### config.mk
export PLATFORM = sky130hd
export DESIGN_NAME = sram_burst_ctrl
export DESIGN_NICKNAME = d
export VERILOG_FILES = /design/src/rtl/sbc_pkg.sv /design/src/rtl/sbc_burst_ctr.sv /design/src/rtl/sbc_wr_decode.sv /design/src/rtl/sbc_sleep_ctl.sv /design/src/rtl/sbc_array.sv /design/src/rtl/sram_burst_ctrl.sv
export SDC_FILE = /design/constraint.sdc
export NUM_CORES = 2
export LEC_CHECK = 0
export BUFFER_PORTS_ARGS = -buffer_cell sky130_fd_sc_hd__buf_4
export CORE_UTILIZATION = 40
export DETAILED_ROUTE_END_ITERATION = 6
export GPL_ROUTABILITY_DRIVEN = 0
export RECOVER_POWER = 50
export SYNTH_ARGS = -nofsm -noshare
export SYNTH_HDL_FRONTEND = slang
export SYNTH_SLANG_ARGS = --single-unit
### constraint.sdc
create_clock -name clk -period 10.9 [get_ports clk]
set_input_delay 2.18 -clock clk [delete_from_list [all_inputs] [get_ports clk]]
set_output_delay 2.18 -clock clk [all_outputs]
set_load 0.05 [all_outputs]
### src/rtl/sbc_pkg.sv
// Package: shared sizes for the burst SRAM controller.
// Assumes four lanes of eight data bits plus one parity bit each.
package sbc_pkg;
    localparam int LANES  = 4;
    localparam int BYTE_W = 8;
    localparam int LANE_W = BYTE_W + 1;
    localparam int WORD_W = LANES * LANE_W;
    localparam int OFF_W  = 2;

    typedef enum logic {
        ORDER_LINEAR     = 1'b0,
        ORDER_INTERLEAVE = 1'b1
    } burst_order_e;
endpackage

### src/rtl/sbc_burst_ctr.sv
// Module: burst offset counter.
// Captures a start offset on load and counts accesses on step.
// Maps the count to an offset in linear (add) or interleaved (xor) order.
// Gives both the current offset and the one a step would reach.
// Assumes the order input is steady while a burst is stepping.
module sbc_burst_ctr #(
    parameter int CW = 2
) (
    input  logic          clk,
    input  logic          rst_n,
    input  logic          load,
    input  logic [CW-1:0] load_off,
    input  logic          step,
    input  logic          ilv,
    output logic [CW-1:0] cur_off,
    output logic [CW-1:0] nxt_off
);
    localparam logic [CW-1:0] ONE = {{(CW-1){1'b0}}, 1'b1};

    logic [CW-1:0] base_q;
    logic [CW-1:0] cnt_q;
    logic [CW-1:0] cnt_nx;

    // Purpose: count of the access after this one.
    assign cnt_nx = cnt_q + ONE;

    // Purpose: map counts to offsets in the selected order.
    always_comb begin
        if (ilv) begin
            cur_off = base_q ^ cnt_q;
            nxt_off = base_q ^ cnt_nx;
        end else begin
            cur_off = base_q + cnt_q;
            nxt_off = base_q + cnt_nx;
        end
    end

    // Purpose: hold the start offset and the access count.
    always_ff @(posedge clk) begin
        if (!rst_n) begin
            base_q <= '0;
            cnt_q  <= '0;
        end else if (load) begin
            base_q <= load_off;
            cnt_q  <= '0;
        end else if (step) begin
            cnt_q  <= cnt_nx;
        end
    end

    // every step lands on a different offset
    p_step_moves_r7: assert property (@(posedge clk) disable iff (!rst_n)
        (step && !load) |=> (cur_off != $past(cur_off)));
endmodule

### src/rtl/sbc_wr_decode.sv
// Module: write input decoder.
// Turns the global write, the byte-write enable and the per-lane enables
// (all active low) into active-high lane write requests.
// Also gives a flag that any lane is requested.
module sbc_wr_decode
    import sbc_pkg::*;
(
    input  logic             gwr_n,
    input  logic             bwr_n,
    input  logic [LANES-1:0] ben_n,
    output logic [LANES-1:0] lane_req,
    output logic             we_any
);
    // Purpose: global write wins, then per-lane enables under byte-write.
    always_comb begin
        if (!gwr_n)      lane_req = '1;
        else if (!bwr_n) lane_req = ~ben_n;
        else             lane_req = '0;
        we_any = |lane_req;
    end
endmodule

### src/rtl/sbc_sleep_ctl.sv
// Module: sleep sequencer.
// Asleep from the second edge that samples sleep high.
// Awake again from the second edge that samples it low.
// Assumes sleep is already synchronous to clk.
module sbc_sleep_ctl (
    input  logic clk,
    input  logic rst_n,
    input  logic sleep,
    output logic asleep
);
    logic stage1_q;
    logic stage2_q;

    // Purpose: two-edge delay line on the sleep request.
    always_ff @(posedge clk) begin
        if (!rst_n) begin
            stage1_q <= 1'b0;
            stage2_q <= 1'b0;
        end else begin
            stage1_q <= sleep;
            stage2_q <= stage1_q;
        end
    end

    assign asleep = stage2_q;

    // entry only after sleep was sampled high two edges earlier
    p_enter_two_r11: assert property (@(posedge clk) disable iff (!rst_n)
        $rose(asleep) |-> $past(sleep, 2));
endmodule

### src/rtl/sbc_array.sv
// Module: behavioural word array built from four 9-bit lanes.
// Write is synchronous with per-lane enables.
// Read is combinational from the read address (flow-through).
// Assumes DEPTH is a power of two. Contents are not reset.
module sbc_array
    import sbc_pkg::*;
#(
    parameter int DEPTH = 64,
    localparam int AW = $clog2(DEPTH)
) (
    input  logic              clk,
    input  logic [LANES-1:0]  lane_we,
    input  logic [AW-1:0]     waddr,
    input  logic [WORD_W-1:0] wdata,
    input  logic [AW-1:0]     raddr,
    output logic [WORD_W-1:0] rdata
);
    for (genvar g = 0; g < LANES; g++) begin : g_lane
        logic [LANE_W-1:0] mem [DEPTH];

        // Purpose: store this lane when its strobe is set.
        always_ff @(posedge clk) begin
            if (lane_we[g]) mem[waddr] <= wdata[g*LANE_W +: LANE_W];
        end

        assign rdata[g*LANE_W +: LANE_W] = mem[raddr];
    end
endmodule

### src/rtl/sram_burst_ctrl.sv
// Module: top of the burst SRAM access controller.
// Resolves the two strobes and chip selects into start, deselect and
// continue cycles, and keeps the upper address and burst state.
// Drives the lane write strobes and the bus enable.
// Assumes AW >= 3 and that the host keeps strobes inactive for two
// cycles after a sleep exit.
module sram_burst_ctrl
    import sbc_pkg::*;
#(
    parameter int DEPTH = 64,
    localparam int AW = $clog2(DEPTH)
) (
    input  logic              clk,
    input  logic              rst_n,
    input  logic [AW-1:0]     addr,
    input  logic              cen1_n,
    input  logic              cen2,
    input  logic              cen3_n,
    input  logic              pstrb_n,
    input  logic              cstrb_n,
    input  logic              adv_n,
    input  logic              gwr_n,
    input  logic              bwr_n,
    input  logic [LANES-1:0]  ben_n,
    input  logic              oe_n,
    input  logic              ilv_mode,
    input  logic              sleep,
    input  logic [WORD_W-1:0] dq_in,
    output logic [WORD_W-1:0] dq_out,
    output logic              dq_oe
);
    localparam int HI_W = AW - OFF_W;

    logic [HI_W-1:0]  hi_q;
    logic             active_q;
    logic             rdv_q;
    logic             asleep;
    logic [LANES-1:0] lane_req;
    logic [LANES-1:0] lane_we;
    logic             we_any;
    logic [OFF_W-1:0] cur_off;
    logic [OFF_W-1:0] nxt_off;
    logic             sel, p_req, c_req, strobe, start, desel, cont, wr_go;
    logic [AW-1:0]    waddr;
    logic [AW-1:0]    raddr;

    sbc_wr_decode u_dec (
        .gwr_n    (gwr_n),
        .bwr_n    (bwr_n),
        .ben_n    (ben_n),
        .lane_req (lane_req),
        .we_any   (we_any)
    );

    sbc_sleep_ctl u_sleep (
        .clk    (clk),
        .rst_n  (rst_n),
        .sleep  (sleep),
        .asleep (asleep)
    );

    // Purpose: classify this edge as start, deselect or continue.
    always_comb begin
        sel    = !cen1_n && cen2 && !cen3_n;
        p_req  = !asleep && !pstrb_n && !cen1_n;
        c_req  = !asleep && !cstrb_n && !(!pstrb_n && !cen1_n);
        strobe = p_req || c_req;
        start  = strobe && sel;
        desel  = strobe && !sel;
        cont   = !asleep && !strobe && active_q;
        wr_go  = we_any && ((c_req && sel) || cont);
        lane_we = wr_go ? lane_req : '0;
    end

    sbc_burst_ctr #(.CW(OFF_W)) u_ctr (
        .clk      (clk),
        .rst_n    (rst_n),
        .load     (start),
        .load_off (addr[OFF_W-1:0]),
        .step     (cont && !adv_n),
        .ilv      (ilv_mode == ORDER_INTERLEAVE),
        .cur_off  (cur_off),
        .nxt_off  (nxt_off)
    );

    // Purpose: write target; a controller start writes the pin address.
    always_comb begin
        if (c_req) waddr = addr;
        else       waddr = {hi_q, (adv_n ? cur_off : nxt_off)};
        raddr = {hi_q, cur_off};
    end

    sbc_array #(.DEPTH(DEPTH)) u_arr (
        .clk     (clk),
        .lane_we (lane_we),
        .waddr   (waddr),
        .wdata   (dq_in),
        .raddr   (raddr),
        .rdata   (dq_out)
    );

    // Purpose: burst activity, read-valid flag and upper address.
    always_ff @(posedge clk) begin
        if (!rst_n) begin
            active_q <= 1'b0;
            rdv_q    <= 1'b0;
            hi_q     <= '0;
        end else if (asleep) begin
            active_q <= 1'b0;
            rdv_q    <= 1'b0;
        end else if (start) begin
            active_q <= 1'b1;
            hi_q     <= addr[AW-1:OFF_W];
            rdv_q    <= !(c_req && we_any);
        end else if (desel) begin
            active_q <= 1'b0;
            rdv_q    <= 1'b0;
        end else if (cont) begin
            rdv_q    <= !we_any;
        end
    end

    // Purpose: bus drive, gated without the clock by output enable.
    assign dq_oe = rdv_q && !oe_n && !we_any && !asleep;

    // a processor-strobe start always leaves a read pending
    p_pstart_read_r2: assert property (@(posedge clk) disable iff (!rst_n)
        (p_req && sel) |=> rdv_q);
    // a strobe while unselected leaves the bus undriven next cycle
    p_desel_quiet_r1: assert property (@(posedge clk) disable iff (!rst_n)
        (strobe && !sel) |=> !dq_oe);
    // detected write keeps the bus off
    p_write_hiz_r10: assert property (@(posedge clk) disable iff (!rst_n)
        we_any |-> !dq_oe);
    // no drive while asleep
    p_sleep_hiz_r11: assert property (@(posedge clk) disable iff (!rst_n)
        asleep |-> !dq_oe);
    // an accepted processor strobe never writes on its own edge
    p_cmask_r4: assert property (@(posedge clk) disable iff (!rst_n)
        (!pstrb_n && !cen1_n) |-> (lane_we == '0));
endmodule

==> reports/metrics.cfg <==
[status]
status = complete, but fails checks
violations = max-capacitance violations, max-slew violations

[clock_network]
cts_sinks = 2316
cts_htree_levels = 4
cts_hold_buf = 0
cts_setup_buffers = 0
root_buffer = clkbuf_16
cts_tree = built
numCtsBuffers = 226
max-clock-path-buffers = 3
clk_latency_ns = 0.86
post_cts_resized = 0
clk_pin_slew_ns = 0.07

[setup_path]
crit_chain = inv_1, ha_1, buf_12, nand2_2, buf_4, o22ai_1, o311ai_0, a21oi_1, buf_4
r2r_setup_slack_ns = 4.38
worst_path_most_repeated_cell = buf_4
cp_max_fo = 76
crit_required_ns = 8.72
critPathBufInv = 4
r2r.worst_path.cells = 9
critPathMaxStageDelay_ns = 1.69
cp-end-kind = primary output
cp_top_family = adder cells
regToRegEndpoint = u_arr.g_lane[1].mem[7][0]
slowest_stage = ha_1
worstSetupPathType = register to primary output
cp.arrival_ns = 7.00
critPathLaunchType = register
crit_start = u_ctr.cnt_q[0]
r2r-start = u_ctr.cnt_q[0]

[detailed_routing]
drc = 0
drtPass1Iterations = 6
wl_um = 254000
detailroute.via_count = 47418
vias_per_cell = 5.87
drtIter0Drc = 5893
drtAntennaViolNets = 0
post_drt_wl_per_cell_um = 31.4

[yosys]
synthArstFlopShare_pct = 0
yosysWarnings = 0
synth_area_mm2 = 0.0905
synth_fp_nets = 4841
synth_top_area_share_pct = 76.5
synth_largest_area_cell = edfxtp_1
synth_edf_count = 2304
synth-main-ff-cell = edfxtp_1
synth.top_cells.by_area = edfxtp_1 (76%), mux4_2 (11%), mux2i_1 (2.2%)
syn_area_per_cell_um2 = 18.9
seq_area_frac_synth_pct = 76.8
synth_most_common_cell = edfxtp_1
syn-instance-count = 4780
yosys_register_bits = 2316
synth_cell_types = 59
synth_common_cells = edfxtp_1 (2304), mux4_2 (442), nor2_1 (433)

[die]
dieWidth_um = 478
start_util_pct = 40.3
core_area_mm2 = 0.225
die_y_um = 478
rows = 174
dieArea_mm2 = 0.228
ios = 96

[global_route]
grtUsageTotal_pct = 22.0
grt_max_degree = 117
overflow = 0
antenna_found_initial = 30
grt_pass1_vias = 47130
grt_pass1_wl_um = 358000

[power_and_ir_drop]
p_leak_nw = 31.3
power_frac_clock_pct = 42.1
p_switching_mw = 3.86
combPwrFrac_pct = 4.0
powerDensity_mw_per_mm2 = 179
irDropWorstVdd_mv = 0.180
seqPwrFrac_pct = 54.0
intPower_mw = 14.3
p_sw_share_pct = 21.2

[sta]
min_period_over_period_pct = 84.2
fmax_ghz = 0.109
clock_skew_ns = 0.0424
final_hold_viol_count = 0
layout_min_cycle_time_ns = 9.18
drv_slew = 2399
finalSetupTns_ns = 0
finalSetupViolCount = 0
max-slew-margin-rel_pct = -126
worstMarginPinSlew_ns = 3.38
rsz0062_at_grt = false

[layout]
fin_nets = 4954
postLayoutCellArea_mm2 = 0.102
syn_to_final_growth_pct = 12.3
drive_gt1_share_pct = 18.7

[hold_path]
hp-class = register to register
whs_endpoint = u_sleep.asleep
hp-start = u_sleep.stage1_q
min_path_cells = 1

[placed_design]
placed_area_mm2 = 0.0946
numPortBuffers = 95
detailed_place_hpwl_um = 150000

[job]
cap_violations = 39

-- power groups by stage --
| stage | logic, mW | clock network (mW) | registers [mW] |
|---|---|---|---|
| detailed placement | 0.733 | 0 | 9.99 |
| CTS | 0.734 | 7.74 | 9.80 |
| global route | 0.750 | 8.06 | 9.82 |
| finish | 0.723 | 7.66 | 9.82 |
| global placement | 0.724 | 0 | 9.99 |
| floorplan | 0.324 | 0 | 9.98 |
-- stage by stage --
step	total power [mW]	hold WS, ns	setup slack, ns	instances	util (%)
after floorplan	10.3	0.412	3.81	4780	-
after global placement	10.7	0.422	2.50	7657	42.1
after detailed placement	10.7	0.434	2.49	7657	42.1
after CTS	18.3	0.434	2.49	8070	45.3
after global routing	18.6	0.480	1.50	8076	45.2
final	18.2	0.431	1.72	8076	45.2
-- worst max path at each step --
stage               cells after the start          to
floorplan                              10  dq_out[29]
global placement                       11   dq_out[6]
detailed placement                     11   dq_out[6]
CTS                                    11   dq_out[6]
global route                            9  dq_out[30]
finish                                  9  dq_out[30]
-- registers in the layout, summed over array words and instances, names as in the netlist --
| register | cells |
|---|---|
| u_ctr.cnt_q | 2 |
| hi_q | 4 |
| u_sleep.stage1_q | 1 |
| u_sleep.asleep | 1 |
| u_arr.g_lane.mem | 2304 |
| active_q | 1 |
| rdv_q | 1 |
| u_ctr.base_q | 2 |
-- placed cells by master, fill, tap and decap left out, types with 12 or more instances in the layout --
cell / netlist / layout
edfxtp_1: 2304 / 2304
mux4_2: 442 / 442
nor2_1: 433 / 426
nand2_1: 427 / 419
clkbuf_16: 0 / 231
mux2i_1: 199 / 199
buf_4: 3 / 130
nand3_1: 95 / 95
clkbuf_1: 153 / 92
a21oi_1: 67 / 67
o21ai_0: 56 / 55
clkinv_1: 0 / 47
clkinv_2: 0 / 44
a31oi_1: 43 / 43
o221ai_1: 43 / 43
o22ai_1: 36 / 36
a221oi_1: 29 / 29
a211oi_1: 23 / 23
nand4_1: 21 / 21
a311oi_1: 21 / 21
nor2b_1: 24 / 20
bufinv_16: 0 / 19
nand2b_1: 19 / 17
mux2_2: 16 / 16
a22o_1: 14 / 14
and2_1: 16 / 13
a221o_1: 12 / 12
-- kinds of logic after synthesis --
family | count (synthesis) | share of synthesized area [%]
xor+xnor | 9 | 0.129
flops | 2316 | 76.8
buf+inv | 299 | 1.40
simple gates | 1060 | 4.83
compound gates | 437 | 3.45
mux | 657 | 13.4
fa+ha+maj | 2 | 0.0277
-- layer usage --
metal / part of all wire, % / GRT usage [%]
met5: 0.026 / 0
met4: 3.5 / 7.54
met3: 7.9 / 3.96
met2: 48 / 34.9
met1: 41 / 30.6
-- area by class of cell --
| class | instances | area [µm²] |
|---|---|---|
| Clock buffer | 291 | 6080 |
| Tap cell | 2992 | 3740 |
| Sequential cell | 2316 | 69400 |
| Fill cell | 19032 | 123000 |
| Multi-Input combinational cell | 2165 | 19900 |
| Clock inverter | 122 | 1080 |
| Antenna cell | 6 | 15.0 |
| Inverter | 6 | 22.5 |
| Timing Repair Buffer | 178 | 1300 |
No activity file was read; power rests on OpenSTA's default activity.
